$ cat config.mk
export PLATFORM = sky130hd
export DESIGN_NAME = mscan_seq
export DESIGN_NICKNAME = d
export VERILOG_FILES = /design/src/rtl/mscan_pkg.sv /design/src/rtl/mscan_datapath.sv /design/src/rtl/mscan_control.sv /design/src/rtl/mscan_seq.sv
export SDC_FILE = /design/constraint.sdc
export NUM_CORES = 1
export LEC_CHECK = 0
export BUFFER_PORTS_ARGS = -buffer_cell sky130_fd_sc_hd__buf_2
export CAP_MARGIN = 20
export CELL_PAD_IN_SITES_DETAIL_PLACEMENT = 0
export CELL_PAD_IN_SITES_GLOBAL_PLACEMENT = 1
export CORE_AREA = 2 2 82 84
export CTS_BUF_LIST = sky130_fd_sc_hd__clkbuf_8
export CTS_CLUSTER_DIAMETER = 50
export DETAILED_ROUTE_END_ITERATION = 8
export DIE_AREA = 0 0 84 86
export GPL_TIMING_DRIVEN = 0
export PLACE_DENSITY_LB_ADDON = 0.1
export SETUP_SLACK_MARGIN = 0.1
export SYNTH_ARGS = -nofsm -noshare
export SYNTH_HDL_FRONTEND = slang
export SYNTH_HIERARCHICAL = 1
export SYNTH_SLANG_ARGS = --single-unit
$ cat constraint.sdc
create_clock -name clk -period 2.7 [get_ports clk]
set_input_delay 0.27 -clock clk [delete_from_list [all_inputs] [get_ports clk]]
set_output_delay 0.27 -clock clk [all_outputs]
set_load 0.01 [all_outputs]
$ cat src/rtl/mscan_pkg.sv
package mscan_pkg;
  typedef struct packed {
    logic load;   // capture limits and home the counters
    logic stepY;  // move row one step in current direction
    logic stepX;  // advance column and reverse row direction
  } mscan_ctl_t;
endpackage

$ cat src/rtl/mscan_datapath.sv
module mscan_datapath
  import mscan_pkg::*;
#(
  parameter int ROW_W = 8,
  parameter int COL_W = 6
) (
  input  logic             clk,
  input  logic             rstN,
  input  mscan_ctl_t       ctl,
  input  logic [ROW_W-1:0] winYLo,
  input  logic [ROW_W-1:0] winYHi,
  input  logic [COL_W-1:0] winXHi,
  output logic [ROW_W-1:0] rowCnt,
  output logic [COL_W-1:0] colCnt,
  output logic             yAtLim,
  output logic             xAtEnd
);
  logic [ROW_W-1:0] loReg, hiReg;
  logic [COL_W-1:0] xEndReg;
  logic             upDir;

  always_ff @(posedge clk) begin
    if (!rstN) begin
      loReg   <= '0;
      hiReg   <= '0;
      xEndReg <= '0;
      rowCnt  <= '0;
      colCnt  <= '0;
      upDir   <= 1'b1;
    end else if (ctl.load) begin
      loReg   <= winYLo;
      hiReg   <= winYHi;
      xEndReg <= winXHi;
      rowCnt  <= winYLo;
      colCnt  <= '0;
      upDir   <= 1'b1;
    end else if (ctl.stepX) begin
      colCnt <= colCnt + 1'b1;
      upDir  <= ~upDir;
    end else if (ctl.stepY) begin
      if (upDir) rowCnt <= rowCnt + 1'b1;
      else       rowCnt <= rowCnt - 1'b1;
    end
  end

  // Row comparator looks at the limit the sweep is heading for
  always_comb yAtLim = upDir ? (rowCnt == hiReg) : (rowCnt == loReg);
  // Column comparator against the right-hand limit
  always_comb xAtEnd = (colCnt == xEndReg);
endmodule

$ cat src/rtl/mscan_control.sv
module mscan_control
  import mscan_pkg::*;
(
  input  logic       clk,
  input  logic       rstN,
  input  logic       startPulse,
  input  logic       yAtLim,
  input  logic       xAtEnd,
  output mscan_ctl_t ctl,
  output logic       scanning,
  output logic       doneN
);
  always_ff @(posedge clk) begin
    if (!rstN) begin
      scanning <= 1'b0;
      doneN    <= 1'b1;
    end else begin
      doneN <= 1'b1;
      if (!scanning) begin
        if (startPulse) scanning <= 1'b1;
      end else if (yAtLim && xAtEnd) begin
        scanning <= 1'b0;
        doneN    <= 1'b0;
      end
    end
  end

  always_comb begin
    ctl.load  = !scanning && startPulse;
    ctl.stepX = scanning && yAtLim && !xAtEnd;
    ctl.stepY = scanning && !yAtLim;
  end
endmodule

$ cat src/rtl/mscan_seq.sv
module mscan_seq
  import mscan_pkg::*;
#(
  parameter int ROW_W   = 8,
  parameter int PIX_X_W = 8,
  parameter int BINS    = 4,
  parameter int BIN_W   = 3,
  localparam int COL_W  = PIX_X_W - $clog2(BINS),
  localparam int DATA_W = BINS * BIN_W
) (
  input  logic              clk,
  input  logic              rstN,
  input  logic              startPulse,
  input  logic [ROW_W-1:0]  winYLo,
  input  logic [ROW_W-1:0]  winYHi,
  input  logic [COL_W-1:0]  winXHi,
  output logic [ROW_W-1:0]  rdRow,
  output logic [COL_W-1:0]  rdCol,
  output logic              rdEn,
  input  logic [DATA_W-1:0] memData,
  output logic [DATA_W-1:0] pixData,
  output logic              pixValid,
  output logic              xLimitN,
  output logic              scanDoneN
);
  mscan_ctl_t ctl;
  logic yAtLim, xAtEnd, scanning;

  mscan_control u_ctrl (
    .clk(clk), .rstN(rstN), .startPulse(startPulse),
    .yAtLim(yAtLim), .xAtEnd(xAtEnd),
    .ctl(ctl), .scanning(scanning), .doneN(scanDoneN)
  );

  mscan_datapath #(.ROW_W(ROW_W), .COL_W(COL_W)) u_dp (
    .clk(clk), .rstN(rstN), .ctl(ctl),
    .winYLo(winYLo), .winYHi(winYHi), .winXHi(winXHi),
    .rowCnt(rdRow), .colCnt(rdCol),
    .yAtLim(yAtLim), .xAtEnd(xAtEnd)
  );

  always_comb rdEn    = scanning;
  always_comb xLimitN = !(scanning && xAtEnd);

  always_ff @(posedge clk) begin
    if (!rstN) pixValid <= 1'b0;
    else       pixValid <= scanning;
  end

  // Bins pass straight through; each lane is one bin of the fetch
  for (genvar k = 0; k < BINS; k++) begin : g_bin
    always_comb pixData[k*BIN_W +: BIN_W] = memData[k*BIN_W +: BIN_W];
  end
endmodule

Yosys cells after proc, flatten, opt, wreduce, memory -nomap -nowiden
Index checks and enable logic that the tools add are counted.
- register bits after elaboration: 40
- output and inout port bits: 30
- logic and storage cells: 40
- input port bits: 37
- multiplexer cells: 8
- reductions and logical operators: 14
- eq/ne operators: 4
- $add $sub $neg: 3
- bitwise logic cells: 2
- operator list (operator ; number):
    8-bit two-way mux ; 4
    8-bit equality test ; 2
    8-bit by 1-bit adder with 8-bit output (second input constant) ; 1
    8-bit by 1-bit subtractor with 8-bit output (second input constant) ; 1
    6-bit by 1-bit adder with 6-bit output (second input constant) ; 1
    6-bit equality test ; 1
    1-bit logical AND ; 6
    1-bit logical NOT ; 4
    1-bit two-way mux ; 4
    2-bit AND reduction ; 2
    2-bit by 1-bit inequality test with 1-bit output (second input constant) ; 1
    1-bit inverter ; 2
    2-bit nonzero test ; 1
    2-bit OR reduction ; 1

Longest topological paths before layout
- depth in word-level cells: 7
- depth in mapped cells: 13
- gate-level depth less buffers: 10

Cells and area by module
Netlist, hierarchy kept.
- by module, submodules not included (module ; cells each ; area each (µm²) ; sequential area each (µm²) ; times used):
    mscan_datapath ; 206 ; 1951.9 ; 740.7 ; 1
    mscan_seq ; 15 ; 120.1 ; 20.0 ; 1
    mscan_control ; 9 ; 78.8 ; 40.0 ; 1

Worst setup path before layout
Ideal clock, no wire load.
- path kind: register -> register
- start point: register u_dp.upDir
- end point: register u_dp.colCnt[5]
- library setup time: 70 ps
- arrival time: 2166 ps
- path slack: 463 ps
- required time: 2630 ps
- clock period less this slack: 2237 ps
- path buffers: 2
- cell stages (with the launch flop): 12
- path through: dfxtp_1 -> buf_2 -> mux2i_1 -> xor2_1 -> nand4_1 -> nor2_1 -> nand2_1 -> nor2_1 -> buf_2 -> nand4_1 -> or3_1 -> a21oi_1
- RTL lines (item ; line ; RTL):
    from (decl) ; mscan_datapath.sv:20 ; logic upDir;
    from (signal assigned) ; mscan_datapath.sv:39 ; upDir <= ~upDir;
    to (signal assigned) ; mscan_datapath.sv:38 ; colCnt <= colCnt + 1'b1;
    to (decl) ; mscan_datapath.sv:14 ; output logic [COL_W-1:0] colCnt,

==> impl_table.tex <==
\begin{tabular}{lr}
\hline
Metric & Value \\
\hline
\multicolumn{2}{l}{\textbf{STA}} \\
\quad F\_max & between 400 and 500 MHz \\
\quad Final Max Slew Viols & 0 \\
\quad Setup Skew & around 0.0062 ns \\
\quad Slew at the pin closest to its max-slew limit & 0.622 ns \\
\quad Final clock period utilization by the worst path & 90.6\% \\
\quad Final Hold Vio Count & 0 \\
\quad Final setup violation count & 0 \\
\quad Setup TNS & 0 ns \\
\quad Max\_slew headroom & between 50\% and 60\% \\
\quad Post-layout min period & 2.45 ns \\
\quad RSZ-0062 raised after global routing & no \\
\multicolumn{2}{l}{\textbf{Place}} \\
\quad Instance area after placement & 0.00252 mm2 \\
\quad Input/output buffers & 54 \\
\quad Detailed Place HPWL & roughly 4 mm \\
\quad RD Place Congestion & approximately 0.77 \\
\multicolumn{2}{l}{\textbf{Clock network}} \\
\quad Clk Tree Root Cell & sky130\_fd\_sc\_hd\_\_clkbuf\_8 \\
\quad CTS max path bufs & 2 \\
\quad Number of H-tree levels & 2 \\
\quad Hold-fix buffers at CTS & 0 \\
\quad Clock slew seen by the registers of the worst setup and hold paths & $\sim$0.080 ns \\
\quad CTS tree & built \\
\quad Number of clock buffers inserted by TritonCTS & 5 \\
\quad Clock network latency to the later pin of the worst-skew pair & between 0.2 and 0.3 ns \\
\quad Total number of clock tree sinks & 40 \\
\multicolumn{2}{l}{\textbf{GRT}} \\
\quad Combined global-route utilization of all metal layers & 14.6\% \\
\quad Wire length of the first global-routing pass & 8.30 mm \\
\quad Largest net degree at the start of global routing & 14 \\
\quad Via count of the first global-routing pass & 1,589 \\
\quad Antenna violations before repair & 0 \\
\quad Global route total overflow & 0 \\
\multicolumn{2}{l}{\textbf{Synthesis}} \\
\quad Post-synthesis cell area & about 0.0022 mm2 \\
\quad Post-Syn Nets & 275 \\
\quad Synthesis Warnings & 6 \\
\quad Proportion of synthesized chip area in sequential cells & a little under two fifths \\
\quad Largest area contributor in the netlist & sky130\_fd\_sc\_hd\_\_dfxtp\_1 \\
\quad Count of flip-flops with a built-in enable after synthesis & 0 \\
\quad Main area contributors after synthesis & sky130\_fd\_sc\_hd\_\_dfxtp\_1, sky130\_fd\_sc\_hd\_\_mux2i\_1, sky130\_fd\_sc\_hd\_\_xor2\_1, sky130\_fd\_sc\_hd\_\_nor2\_1, sky130\_fd\_sc\_hd\_\_buf\_4 \\
\quad Top FF cell, synth & sky130\_fd\_sc\_hd\_\_dfxtp\_1 \\
\quad Async SR Flop Fraction & 0\% \\
\quad Number of distinct library cell variants in the gate-level netlist after synthesis & 39 \\
\quad Syn Inst Count & between 200 and 250 \\
\quad Avg Synthesized Cell Area & 9.35 um2 \\
\quad Fraction of post-synthesis cell area in the top cell type by area & 37.2\% \\
\quad Flip-flop and latch count after synthesis & 40 \\
\multicolumn{2}{l}{\textbf{Die}} \\
\quad Horizontal die dimension & 84 um \\
\quad Vertical extent of the die & approximately 86 um \\
\quad Rows & 29 \\
\quad Die area & 0.00722 mm2 \\
\quad Initial core utilization & 34.3\% \\
\quad I/O pin count & 67 \\
\quad Core footprint & 0.00628 mm2 \\
\multicolumn{2}{l}{\textbf{Layout}} \\
\quad Commonest cells after routing, fill and taps aside & sky130\_fd\_sc\_hd\_\_buf\_2, sky130\_fd\_sc\_hd\_\_dfxtp\_1, sky130\_fd\_sc\_hd\_\_nor2\_1, sky130\_fd\_sc\_hd\_\_mux2i\_1, sky130\_fd\_sc\_hd\_\_buf\_4 \\
\quad Share of final-layout standard cells stronger than drive strength 1 & 31.4\% \\
\quad Post-Route Utilization & between 40\% and 50\% \\
\quad Final \#Nets & between 300 and 400 \\
\quad Non-Filler Cell Area, Final & $\sim$0.0027 mm2 \\
\quad Leading cell type in the layout, fill and taps excluded & sky130\_fd\_sc\_hd\_\_buf\_2 \\
\quad Number of antenna cells inserted & 0 \\
\quad Layout area overhead & 26.1\% \\
\multicolumn{2}{l}{\textbf{Setup path}} \\
\quad Critical path capture point type & register \\
\quad Critical-path cell with the highest stage delay & sky130\_fd\_sc\_hd\_\_dfxtp\_1 \\
\quad Combined buffer and inverter count along the critical path & 3 \\
\quad Type of the worst setup path & register to register \\
\quad Crit start category & register \\
\quad Cell class contributing the biggest share of worst-path delay & simple AND/OR/NAND/NOR gates \\
\quad Cell Chain, Critical Path & buf\_6, mux2i\_1, xor2\_1, nand4\_1, nor2\_4, nand2\_1, nor2\_1, clkbuf\_4, nor2b\_1, buf\_2, nor4b\_2, a31oi\_1, o31ai\_1 \\
\quad CP Max Fanout & 8 \\
\quad Biggest cell delay along the critical path & 0.38 ns \\
\quad Arr. time, crit path & approximately 2.7 ns \\
\quad CP required & 2.91 ns \\
\multicolumn{2}{l}{\textbf{Route}} \\
\quad First-pass DRT Iterations & 4 \\
\quad Number of DRC violations after detailed routing & 0 \\
\quad Routed vias & $\sim$1,800 \\
\quad Vias/cell & between 4 and 5 \\
\quad Detailed Route Iter0 Violations & a little over 40 \\
\quad Post-detailed-route wirelength per cell & between 10 and 15 um \\
\quad Antenna-violating nets left & 0 \\
\quad Routed wire length & 5.32 mm \\
\multicolumn{2}{l}{\textbf{Status}} \\
\quad Status & completed \\
\multicolumn{2}{l}{\textbf{Pwr}} \\
\quad Worst ir drop on vdd & 250 uV \\
\quad Cell leakage power & 0.00130 uW \\
\quad Power per cell area & between 500 and 600 mW/mm2 \\
\multicolumn{2}{l}{\textbf{Hold path}} \\
\quad Hold crit path type & primary input to register \\
\multicolumn{2}{l}{\textbf{Job}} \\
\quad Max cap viols & 0 \\
\hline
\end{tabular}
## final timing paths
check	slack (ns)	depth (start not counted)	to	startpoint
setup / recovery	0.25	13	u_dp/rowCnt[3]	u_dp/upDir
hold / removal	0.21	3	u_dp/xEndReg[3]	winXHi[3]
setup reg to reg	0.25	13	u_dp/rowCnt[3]	u_dp/upDir
hold reg to reg	0.48	2	u_dp/loReg[2]	u_dp/loReg[2]
## timing repair
item,CTS,global route
endpoints found under the setup margin,9,9
pin swaps,0,4
gates resized for setup,2,10
buffers inserted,0,4
## routing by layer
metal / GRT usage, % / part of all wire, % / up-vias
li1: - / - / 919
met1: 21.0 / 50 / 808
met2: 21.9 / 45 / 48
met3: 3.46 / 4.9 / 2
met4: 3.96 / 0.54 / 0
met5: 0 / 0 / -
## cell families after synthesis
kind of cell | after synthesis | synth area share, %
compound gates | 36 | 12.0
fa+ha+maj | 8 | 5.00
mux | 30 | 14.0
simple gates | 67 | 15.3
flops | 40 | 37.2
buf+inv | 25 | 6.75
xor+xnor | 24 | 9.77
## synthesized netlist by cell type, types with 3 or more instances
cell	number
sky130_fd_sc_hd__dfxtp_1	40
sky130_fd_sc_hd__nand4_1	6
sky130_fd_sc_hd__xor2_1	14
sky130_fd_sc_hd__a21oi_1	10
sky130_fd_sc_hd__buf_2	5
sky130_fd_sc_hd__ha_1	7
sky130_fd_sc_hd__o21ai_0	3
sky130_fd_sc_hd__a22oi_1	3
sky130_fd_sc_hd__buf_4	12
sky130_fd_sc_hd__nor3_1	3
sky130_fd_sc_hd__nand2_1	9
sky130_fd_sc_hd__nor2_1	30
sky130_fd_sc_hd__clkbuf_1	6
sky130_fd_sc_hd__mux2i_1	30
sky130_fd_sc_hd__xnor2_1	10
sky130_fd_sc_hd__and2_1	4
sky130_fd_sc_hd__a21o_1	4
sky130_fd_sc_hd__nand2b_1	6
## flip-flops by register name, summed over array words and instances, names as in the netlist
name             flops
u_dp/hiReg           8
u_dp/loReg           8
u_dp/rowCnt          8
u_dp/colCnt          6
u_dp/xEndReg         6
pixValid             1
u_ctrl/doneN         1
u_ctrl/scanning      1
u_dp/upDir           1
## worst reg2reg max path: cells and delay by family, from the launching register on
family          cells  cell delay [ns]
xor+xnor            1             0.21
compound gates      2             0.18
buf+inv             3             0.57
mux                 1             0.23
flops               1             0.38
simple gates        6             0.82
## per-stage QoR
stage	power [uW]	setup WS (ns)	std cells	hold slack [ns]
floorplan	866	0.463	230	0.363
global route	1570	0.0814	373	0.202
detailed placement	962	-0.0145	361	0.466
global placement	962	-0.0490	361	0.461
CTS	1490	0.113	369	0.201
finish	1490	0.254	373	0.209
## power breakdown
group          leakage (uW)  internal, uW  switching (uW)  total [uW]
combinational      0.000915           145             161         306
clock             0.0000614           302             216         519
sequential         0.000328           626            37.6         663
## layout make-up
cell class,instances,area (um2)
buffer,23,146
clock buffer,6,82.6
clock inverter,2,38.8
fill,648,3560
inverter,2,7.51
multi-input combinational,165,1240
sequential,40,801
tap,77,96.3
timing repair buffer,58,300
(Power assumes the default switching activity.)
